## config.mk

```make
export PLATFORM = sky130hd
export DESIGN_NAME = bist_reset_seq
export DESIGN_NICKNAME = d
export VERILOG_FILES = /design/src/rtl/bist_seq_pkg.sv /design/src/rtl/bist_phase_timer.sv /design/src/rtl/bist_resp_sel.sv /design/src/rtl/bist_rst_out.sv /design/src/rtl/bist_reset_seq.sv
export SDC_FILE = /design/constraint.sdc
export NUM_CORES = 1
export LEC_CHECK = 0
export ABC_AREA = 1
export CORE_MARGIN = 8
export CORE_UTILIZATION = 48
export DETAILED_ROUTE_END_ITERATION = 10
export PLACE_DENSITY = 0.75
export SLEW_MARGIN = 15
export SYNTH_ARGS = -nofsm -noshare
export SYNTH_HDL_FRONTEND = slang
export SYNTH_SLANG_ARGS = --single-unit
```

## constraint.sdc

```tcl
create_clock -name clk_i -period 1.5 [get_ports clk_i]
set_input_delay 0.3 -clock clk_i [delete_from_list [all_inputs] [get_ports clk_i]]
set_output_delay 0.3 -clock clk_i [all_outputs]
set_load 0.01 [all_outputs]
```

## src/rtl/bist_seq_pkg.sv

```systemverilog
package bist_seq_pkg;
  localparam int unsigned NUM_LBIST = 3;
  localparam int unsigned NUM_ENG   = NUM_LBIST + 1;
  localparam int unsigned IDX_W     = $clog2(NUM_ENG);
  localparam int unsigned CODE_W    = 3;

  typedef enum logic [2:0] {
    ST_IDLE,
    ST_MEM,
    ST_LBIST0,
    ST_LBIST1,
    ST_LBIST2,
    ST_PASS,
    ST_FAIL_HOLD
  } seq_state_e;

  function automatic logic is_test(seq_state_e s);
    return (s == ST_MEM) || (s == ST_LBIST0) || (s == ST_LBIST1) || (s == ST_LBIST2);
  endfunction

  function automatic logic [IDX_W-1:0] phase_idx(seq_state_e s);
    case (s)
      ST_LBIST0: return IDX_W'(1);
      ST_LBIST1: return IDX_W'(2);
      ST_LBIST2: return IDX_W'(3);
      default:   return '0;
    endcase
  endfunction

  function automatic seq_state_e next_phase(seq_state_e s);
    case (s)
      ST_MEM:    return ST_LBIST0;
      ST_LBIST0: return ST_LBIST1;
      ST_LBIST1: return ST_LBIST2;
      default:   return ST_PASS;
    endcase
  endfunction
endpackage

```

## src/rtl/bist_phase_timer.sv

```systemverilog
module bist_phase_timer #(
  parameter int unsigned LIMIT = 4096
) (
  input  logic clk_i,
  input  logic rst_ni,
  input  logic clr_i,
  input  logic run_i,
  output logic expired_o
);
  localparam int unsigned CNT_W = (LIMIT > 2) ? $clog2(LIMIT) : 1;
  localparam logic [CNT_W-1:0] LAST = CNT_W'(LIMIT - 1);

  logic [CNT_W-1:0] cnt_q;

  always_ff @(posedge clk_i or negedge rst_ni) begin
    if (!rst_ni)                    cnt_q <= '0;
    else if (clr_i)                 cnt_q <= '0;
    else if (run_i && cnt_q != LAST) cnt_q <= cnt_q + 1'b1;
  end

  assign expired_o = run_i && (cnt_q == LAST);
endmodule

```

## src/rtl/bist_resp_sel.sv

```systemverilog
module bist_resp_sel import bist_seq_pkg::*; (
  input  logic [IDX_W-1:0]   idx_i,
  input  logic [NUM_ENG-1:0] done_i,
  input  logic [NUM_ENG-1:0] pass_i,
  output logic               done_o,
  output logic               pass_o
);
  logic [NUM_ENG-1:0] hit_done, hit_pass;

  for (genvar g = 0; g < NUM_ENG; g++) begin : g_sel
    assign hit_done[g] = (idx_i == IDX_W'(g)) && done_i[g];
    assign hit_pass[g] = (idx_i == IDX_W'(g)) && pass_i[g];
  end

  assign done_o = |hit_done;
  assign pass_o = |hit_pass;
endmodule

```

## src/rtl/bist_rst_out.sv

```systemverilog
module bist_rst_out (
  input  logic clk_i,
  input  logic rst_ni,
  input  logic release_i,
  output logic sys_rst_o,
  output logic app_rst_o
);
  logic sys_q, app_q;

  // app release trails sys release by one cycle; re-assertion is simultaneous
  always_ff @(posedge clk_i or negedge rst_ni) begin
    if (!rst_ni) begin
      sys_q <= 1'b1;
      app_q <= 1'b1;
    end else begin
      sys_q <= !release_i;
      app_q <= sys_q || !release_i;
    end
  end

  assign sys_rst_o = sys_q;
  assign app_rst_o = app_q;
endmodule

```

## src/rtl/bist_reset_seq.sv

```systemverilog
module bist_reset_seq import bist_seq_pkg::*; #(
  parameter int unsigned TIMEOUT_CYC = 4096
) (
  input  logic               clk_i,
  input  logic               rst_ni,
  input  logic               destr_rst_i,
  input  logic               ext_rst_i,
  output logic [NUM_ENG-1:0] eng_start_o,
  input  logic [NUM_ENG-1:0] eng_done_i,
  input  logic [NUM_ENG-1:0] eng_pass_i,
  output logic               sys_rst_o,
  output logic               app_rst_o,
  output logic               fail_o,
  output logic [CODE_W-1:0]  fail_code_o
);
  seq_state_e         state_q, state_d;
  logic               pend_q, pend_d;
  logic               fail_q, fail_d;
  logic [CODE_W-1:0]  code_q, code_d;
  logic [NUM_ENG-1:0] start_q, start_d;
  logic               req, in_test, cur_done, cur_pass, expired;
  logic [IDX_W-1:0]   idx;

  assign req     = destr_rst_i || ext_rst_i;
  assign in_test = is_test(state_q);
  assign idx     = phase_idx(state_q);

  bist_resp_sel u_sel (
    .idx_i  (idx),
    .done_i (eng_done_i),
    .pass_i (eng_pass_i),
    .done_o (cur_done),
    .pass_o (cur_pass)
  );

  bist_phase_timer #(.LIMIT(TIMEOUT_CYC)) u_tmr (
    .clk_i     (clk_i),
    .rst_ni    (rst_ni),
    .clr_i     (req || (start_d != '0)),
    .run_i     (in_test),
    .expired_o (expired)
  );

  always_comb begin
    state_d = state_q;
    pend_d  = pend_q;
    fail_d  = fail_q;
    code_d  = code_q;
    start_d = '0;
    if (req) begin
      state_d = ST_IDLE;
      pend_d  = 1'b1;
      fail_d  = 1'b0;
      code_d  = '0;
    end else begin
      case (state_q)
        ST_IDLE: begin
          if (pend_q) begin
            state_d = ST_MEM;
            pend_d  = 1'b0;
            start_d = NUM_ENG'(1);
          end
        end
        ST_MEM, ST_LBIST0, ST_LBIST1, ST_LBIST2: begin
          if (cur_done && cur_pass) begin
            state_d = next_phase(state_q);
            if (state_d != ST_PASS) start_d = NUM_ENG'(1) << (idx + 1'b1);
          end else if (cur_done || expired) begin
            state_d = ST_FAIL_HOLD;
            fail_d  = 1'b1;
            code_d  = CODE_W'(idx) + 1'b1;
          end
        end
        default: ;
      endcase
    end
  end

  always_ff @(posedge clk_i or negedge rst_ni) begin
    if (!rst_ni) begin
      state_q <= ST_IDLE;
      pend_q  <= 1'b1;
      fail_q  <= 1'b0;
      code_q  <= '0;
      start_q <= '0;
    end else begin
      state_q <= state_d;
      pend_q  <= pend_d;
      fail_q  <= fail_d;
      code_q  <= code_d;
      start_q <= start_d;
    end
  end

  bist_rst_out u_rst (
    .clk_i     (clk_i),
    .rst_ni    (rst_ni),
    .release_i (state_d == ST_PASS),
    .sys_rst_o (sys_rst_o),
    .app_rst_o (app_rst_o)
  );

  assign eng_start_o = start_q;
  assign fail_o      = fail_q;
  assign fail_code_o = code_q;
endmodule

```

## After elaboration in Yosys (flattened, before gate mapping)

Cells that the tools add are included.
W data, S select, Z words.

- Add/subtract/negate cells: 3
- Equal/unequal tests: 12
- Shifts and indexed selects: 1
- Mux-type cells: 27
- Reduce and logical (&&, ||, !) cells: 30

Operators with widths:

| operator | number |
|---|---|
| $mux W3 | 11 |
| $mux W12 | 2 |
| $add A12 B1 Y12 const B | 1 |
| $eq A12 B12 Y1 const B | 1 |
| $mux W4 | 3 |
| $ne A12 B12 Y1 const B | 1 |
| $reduce_or A4 Y1 | 3 |
| $logic_and A1 B1 Y1 | 11 |
| $pmux W3 S3 | 1 |
| $pmux W4 S2 | 1 |
| $reduce_bool A2 Y1 | 4 |
| $logic_or A1 B1 Y1 | 7 |
| $mux W1 | 7 |
| $eq A3 B2 Y1 const B | 2 |
| $eq A3 B3 Y1 const B | 2 |
| $pmux W2 S3 | 1 |
| $pmux W3 S2 | 1 |
| $eq A2 B2 Y1 const B | 2 |
| $reduce_bool A4 Y1 | 1 |
| $shl A1 B2 Y4 const A | 1 |
| $add A2 B1 Y3 const B | 1 |
| $eq A3 B1 Y1 const B | 1 |
| $logic_not A3 Y1 | 1 |
| $ne A3 B3 Y1 const B | 1 |
| other kinds (6) | 6 |

- Register bits after elaboration: 26
- Input port bits: 12
- Output and inout bits: 10
- Logic and storage cells: 81

## Logic depth before layout (Yosys ltp)

Gate-level depths: netlist of run 1.

- Depth after elaboration: 17
- Gate-level depth with buffers: 12

## Cells and area by module

Synthesis of run 1 repeated with hierarchy kept, for this count alone.

- Cells, all modules: 223
- Area total of the unflattened synthesis: 1,597.8 sq um

Modules (own cells, without submodules):

| module | instances | cells an instance | area an instance (sq um) |
|---|---|---|---|
| bist_phase_timer | 1 | 112 | 784.5 |
| bist_reset_seq | 1 | 85 | 663.1 |
| bist_resp_sel | 1 | 21 | 86.3 |
| bist_rst_out | 1 | 5 | 63.8 |

## Worst setup path before layout of run 1

No wires, ideal clock.

- Path type: register to register
- From: register u_tmr.cnt_q[0]
- To: register u_rst.app_q, in the netlist u_rst.app_rst_o
- Setup time: 0.086 ns
- Data arrival time: 1.508 ns
- Setup slack: -0.094 ns
- Cell stages (with the launch flop): 11
- Path buffers: 0
- Clock period less this slack: 1.594 ns
- Cell sequence: dfrtp_1 -> ha_1 -> nand3_1 -> nor3_1 -> nand3_1 -> nand2_1 -> nand2_1 -> nand2_1 -> nand3_1 -> nor2_1 -> nand3_1

- Word-level cells in the longest chain between the ends: 10

RTL lines:

| element | line | RTL |
|---|---|---|
| start: declaration | bist_phase_timer.sv:13 | `logic [CNT_W-1:0] cnt_q;` |
| start signal: assignment | bist_phase_timer.sv:18 | `else if (run_i && cnt_q != LAST) cnt_q <= cnt_q + 1'b1;` |
| $eq A12 B12 Y1 | bist_phase_timer.sv:21 | `assign expired_o = run_i && (cnt_q == LAST);` |
| $logic_and A1 B1 Y1 | bist_phase_timer.sv:21 |  |
| $logic_or A1 B1 Y1 | bist_reset_seq.sv:68 | `end else if (cur_done \|\| expired) begin` |
| $mux W3 | bist_reset_seq.sv:68 |  |
| $mux W3 | bist_reset_seq.sv:65 | `if (cur_done && cur_pass) begin` |
| $pmux W3 S2 | bist_reset_seq.sv:56 | `case (state_q)` |
| $mux W3 | bist_reset_seq.sv:50 | `if (req) begin` |
| $eq A3 B3 Y1 | bist_reset_seq.sv:98 | `.release_i (state_d == ST_PASS),` |
| $logic_not A1 Y1 | bist_rst_out.sv:17 | `app_q <= sys_q \|\| !release_i;` |
| $logic_or A1 B1 Y1 | bist_rst_out.sv:17 |  |
| end signal: assignment | bist_rst_out.sv:17 |  |
| end: declaration | bist_rst_out.sv:8 | `logic sys_q, app_q;` |

No other way between the ends.
A chain may end at the register's enable or synchronous reset.

## Worst setup path in the final report of run 1

- From: register u_tmr.cnt_q[1]
- To: register u_tmr.cnt_q[1]

- Word-level cells in the longest chain between the ends: 3
- Elaborated cells between the ends (all ways): 6
- Classes of those cells: add/sub: 1; eq/ne: 1; mux: 2; reduce/logical: 2

RTL lines:

| element | line |
|---|---|
| $add A12 B1 Y12 / $ne A12 B12 Y1 (equally long branches) | bist_phase_timer.sv:18 |
| $mux W12 / $logic_and A1 B1 Y1 (equally long branches) | bist_phase_timer.sv:18 |
| $mux W12 / $reduce_bool A2 Y1 (equally long branches) | -- |

Several ways; a longest one is shown, not always the timed one. The select of a mux whose other input is x is not followed.

==> flow_summary.toml, run 1 <==
[place]
placedCellCount = 263
io_buffer_count = 21
dp_hpwl_mm = 2.767
place_ws_ps = -347.6
place.gp.congestion = 0.9009

[logic_synthesis]
ys_warn_count = 0
synth_edf_count = 0
ys.flop_type = "dfrtp_1"
synth_nets = 193
synthCells = 180
synthesis.area_mm2 = 0.001428
synthArstFlopShare_pct = 100.0
ys_ff_latch = 26
avgSynthCellArea_um2 = 7.931
synthDistinctLibCells = 28
seq_area_frac_synth_pct = 45.84

[layout]
nets = 262
multi_input_area_mm2 = 0.001032
drive_above_1_share_pct = 52.02
regArea_um2 = 658.1
num-fill-cells = 121
final_cells = 279
syn_to_final_growth_pct = 71.60
n_antenna_cell = 0

[die]
dieWidth_um = 70.54
coreArea_mm2 = 0.002781
initial_core_util_pct = 51.33
row_count = 19
fp.dieH_um = 70.54
die-area_mm2 = 0.004975
pin_count = 22

[status]
violations = "negative setup slack"
outcome = "finished, violations left"

[critical_path]
ff2ff_path_depth = 11
path_class = "register to register"
path_max_fanout = 6
startpoint_type = "register"
r2r-start = "u_tmr.cnt_q[1]"
r2r_end = "u_tmr.cnt_q[1]"
cp-startpoint = "u_tmr.cnt_q[1]"
critPathCaptureType = "register"
cp.required_ps = 1760
regToRegSetupSlack_ps = -340
cp.arrival_ps = 2100
cp-endpoint = "u_tmr.cnt_q[1]"

[clock_network]
cts-root-buf = "clkbuf_4"
cts_tree = "built"
clock_path_buffers = 2
clk_pin_slew_ps = 160
cts_sinks = 26
htreeDepth = 1
clock_latency_ps = 360
numCtsBuffers = 3

[timing]
drv_slew = 0
finalHoldViolCount = 0
grt_setup_unrepaired = "yes"
worst_pin_slew_ps = 359.0
setup_ws_ps = -342.0
min_period_ps = 1842
max_freq_ghz = 0.5429
slew_headroom_pct = 76.00
fin_worst_skew_ps = 7.987
setup_viol = 24
fin_crit_sh_pct = 122.8

[detailed_routing]
drt_first_pass_iters = 4
ant_nets = 0
routed_wl_mm = 5.799
first_iter_violations = 166
vias_per_cell = 5.875
wl_per_cell_um = 20.78
drc = 0
vias = 1639

[pwr]
power_density_mw_per_mm2 = 679.4
vdd_ir_drop_max_mv = 0.7373
p_leak_nw = 1.142

[run]
maxCapViolCount = 0

[grt]
grt_pass1_wl_mm = 7.714
grt_usage_pct = 18.70
grt_max_degree = 27
antenna_found_initial = 0
overflow = 0
grt_pass1_vias = 1697

[hold_path]
hp-class = "input port to async pin"
## flip-flops by register name, summed over array words and instances, names as in the netlist
name	count
u_rst.app_rst_o	1
pend_q	1
state_q	3
fail_o	1
u_rst.sys_rst_o	1
u_tmr.cnt_q	12
fail_code_o	3
eng_start_o	4
## cell type report
class	instances	area share, %
flip-flops and latches	26	26.86
well taps	31	1.583
clock buffers	3	0.9193
multi-input cells	133	42.13
inverters	20	3.371
clock inverters	1	1.226
repair buffers	65	23.90
## worst min-delay path by stage
stage / cells past startpoint / slack, ps / end / from
2_1_floorplan: 0 / 4 / eng_start_o[0] / rst_ni
3_3_place_gp: 2 / 480 / u_rst.app_rst_o / u_rst.sys_rst_o
3_5_place_dp: 2 / 490 / u_rst.app_rst_o / u_rst.sys_rst_o
4_1_cts: 2 / 290 / fail_code_o[2] / rst_ni
5_1_grt: 2 / 280 / u_tmr.cnt_q[5] / rst_ni
6_report: 2 / 270 / eng_start_o[0] / rst_ni
## routing by layer
metal / track usage, % / vias up / part of all wire [%]
met5: 0 / - / 0
met4: 10.07 / 0 / 4.4
met3: 3.626 / 32 / 7.1
met2: 31.89 / 109 / 51
met1: 21.63 / 783 / 37
li1: - / 715 / -
## cells in the mapped netlist (2+ instances only)
master | count | area share [%]
nand3_2 | 3 | 2.1
dfrtp_1 | 23 | 40
inv_1 | 17 | 4.5
xor2_1 | 7 | 4.3
nor3_1 | 3 | 1.1
nand4_1 | 4 | 1.8
nand3_1 | 21 | 7.4
inv_2 | 3 | 0.79
nand2_1 | 43 | 11
a21oi_1 | 3 | 1.1
xnor2_1 | 3 | 1.8
o21ai_0 | 2 | 0.70
nor2_1 | 24 | 6.3
nand2_2 | 4 | 1.8
nor2_2 | 5 | 2.2
dfstp_2 | 3 | 5.5
## per-stage QoR
step	hold WS, ps	utilization, %	total power, mW	area [um^2]	setup TNS, ps
after global routing	283.6	88.08	1.709	2450	-7726
after detailed placement	489.0	69.46	0.9973	1932	-5599
after floorplan	4.409	-	0.8609	1445	-415.8
after global placement	476.9	69.46	0.9908	1932	-4570
after CTS	290.8	79.49	1.559	2211	-1579
final	271.0	88.08	1.664	2450	-6090
## cells by family (layout without fill, tap and decap cells)
kind of cell | count (synthesis) | in the layout | synth area share, %
and+or+nand+nor | 114 | 115 | 38.04
DFF | 26 | 26 | 45.84
buffers and inverters | 22 | 89 | 6.397
xor gates and xnor gates | 10 | 10 | 6.135
AOI/OAI and AO/OA | 7 | 7 | 2.716
adders and majority gates | 1 | 1 | 0.8763
## worst max-delay path: stages, from the launching register on
cell     delay, ps
dfrtp_1        450
ha_4           180
nand2_2         70
nor3_1         250
nand2_1        180
nand2_4        160
inv_2           80
buf_4          140
nand2_1         70
nand2_1         50
inv_1           70
nor2_2          40
## placed cells by master (no fill, tap or decap), drive strengths merged
| cell type | count |
|---|---|
| xnor2 | 3 |
| dfrtp | 23 |
| nand3 | 24 |
| nor3 | 4 |
| nor2 | 30 |
| dlygate4sd2 | 8 |
| nor4 | 1 |
| xor2 | 7 |
| nand2 | 47 |
| clkinv | 1 |
| buf | 44 |
| clkdlybuf4s50 | 11 |
| dfstp | 3 |
| bufinv | 1 |
| ha | 1 |
| or2 | 1 |
| clkdlybuf4s15 | 2 |
| inv | 19 |
| nand3b | 1 |
| and3 | 1 |
| clkbuf | 3 |
| o21ai | 3 |
| nand4 | 6 |
| a21oi | 4 |
## timing repair
item                                   CTS  global route
hold buffers                             0             0
endpoints found under the hold margin    0             0
cloned                                   1             0
setup endpoints to repair               32            26
pin swaps                               25            27
buffers inserted                         8             4
gates resized for setup                 50            52
## where the power goes
part,leakage (nW),switching [mW],internal [mW]
clock network,0.0279,0.247,0.271
registers,0.346,0.0148,0.716
logic,0.769,0.237,0.179
total,1.14,0.498,1.17
Power figures use the tool's default switching activity.
==> run 2, diff against run 1 <==
--- a/config.mk
+++ b/config.mk
@@ -10,6 +10,7 @@
 export CORE_UTILIZATION = 48
 export DETAILED_ROUTE_END_ITERATION = 10
 export PLACE_DENSITY = 0.75
+export SKIP_LAST_GASP = 1
 export SLEW_MARGIN = 15
 export SYNTH_ARGS = -nofsm -noshare
 export SYNTH_HDL_FRONTEND = slang
==> flow_summary.toml, run 2 (synthesized netlist as in run 1, its figures left out) <==
[grt]
antenna_found_initial = 0
overflow = 0
grt_max_degree = 27
grt_pass1_wl_mm = 7.914
grt_pass1_vias = 1685
grt_usage_pct = 19.47

[clock_network]
cts_tree = "built"
clock_path_buffers = 2
clock_latency_ps = 340
cts_hold_buf = 0
htreeDepth = 1
clk_pin_slew_ps = 160
cts_sinks = 26
numCtsBuffers = 3
cts-root-buf = "clkbuf_4"

[run]
maxCapViolCount = 0

[die]
dieWidth_um = 70.54
coreArea_mm2 = 0.002781
row_count = 19
initial_core_util_pct = 51.33
fp.dieH_um = 70.54
die-area_mm2 = 0.004975
pin_count = 22

[timing]
finalHoldViolCount = 0
fin_worst_skew_ps = 8.386
drv_slew = 0
setup_ws_ps = -250.1
fin_crit_sh_pct = 116.7
max_freq_ghz = 0.5714
slew_headroom_pct = 77.43
min_period_ps = 1750
worst_pin_slew_ps = 337.6
grt_setup_unrepaired = "yes"
setup_viol = 24
hold_ws_ps = 284.5

[place]
dp_hpwl_mm = 2.767
place_ws_ps = -347.6
io_buffer_count = 21
place.gp.congestion = 0.9009

[critical_path]
path_class = "register to register"
cp.arrival_ps = 1990
path_max_fanout = 6
cp_top_family = "simple AND/OR/NAND/NOR gates"
slowest_stage = "dfrtp_2"
path_cells = "nor2_4, nand2_2, nand2_4, nand2_4, buf_4, nor3_1, xnor2_1, nor2_1"
critPathCaptureType = "register"
cp.required_ps = 1740
startpoint_type = "register"
critPathMaxStageDelay_ps = 500
cpMostUsedCell = "nand2_4"
worst-path-buf-inv = 1

[detailed_routing]
vias = 1632
ant_nets = 0
routed_wl_mm = 5.164
drc = 0
vias_per_cell = 5.892
wl_per_cell_um = 18.64
drt_first_pass_iters = 5
first_iter_violations = 160

[layout]
top_register = "u_tmr.cnt_q"
drive_above_1_share_pct = 44.72
syn_to_final_growth_pct = 63.01
layout_common_cells = "buf_4 (35), nand2_1 (34), dfrtp_1 (20)"
final_common_cell = "buf_4"
num-fill-cells = 138
nets = 260
n_antenna_cell = 0
largest_reg_flops = 12

[pwr]
power_density_mw_per_mm2 = 684.3
vdd_ir_drop_max_mv = 0.6802
p_leak_nw = 1.093

[status]
outcome = "finished, violations left"
violations = "negative setup slack"

[hold_path]
hp-class = "input port to async pin"
## run 2: cell types whose count changed in the layout (fill, tap and decap cells not counted), sizes merged
| cell | delta |
|---|---|
| buf | -2 |
## run 2: metal layers
layer	wire length, um	GRT usage, %
met1	1943	22.12
met2	2507	34.51
met3	386	2.929
met4	327	10.07
met5	0	0
## run 2: power by group
group	internal, mW	total (mW)	leakage [nW]	switching, mW
clock network	0.271	0.505	0.0279	0.234
logic	0.157	0.358	0.720	0.200
registers	0.716	0.730	0.346	0.0145
## run 2: final cells by class
cell class | instances | area [um^2] | share of cell area [%]
Inverter | 20 | 80.08 | 3.441
Clock inverter | 1 | 30.03 | 1.290
Multi-Input combinational cell | 133 | 938.4 | 40.32
Timing Repair Buffer | 63 | 559.3 | 24.03
Sequential cell | 26 | 658.1 | 28.28
Tap cell | 31 | 38.79 | 1.667
Clock buffer | 3 | 22.52 | 0.9677
## run 2: per-stage QoR
step                instance area (um^2)  std cells  power, mW  utilization (%)  TNS (ps)
finish                              2327        277      1.593            83.67     -4256
global route                        2327        277      1.647            83.67     -6013
CTS                                 2191        275      1.555            78.77     -1608
detailed placement                  1932        263     0.9973            69.46     -5599
global placement                    1932        263     0.9908            69.46     -4570
floorplan                           1445        180     0.8609                -    -415.8
## run 2: repair_timing
action | in CTS | in global routing
gates resized for setup | 46 | 28
pin swaps | 24 | 17
setup buffers | 8 | 2
cloned | 1 | 0
setup endpoints to repair | 32 | 26
## run 2: final timing paths
path	slack, ps	from	cells after the start	end
hold / removal	280	rst_ni	2	fail_code_o[2]
hold reg to reg	500	u_rst.sys_rst_o	2	u_rst.app_rst_o
setup / recovery	-250	state_q[1]	8	u_tmr.cnt_q[9]
min in group clk_i	500	u_rst.sys_rst_o	2	u_rst.app_rst_o
max in group asynchronous	980	rst_ni	2	u_rst.app_rst_o
setup reg to reg	-250	state_q[1]	8	u_tmr.cnt_q[9]
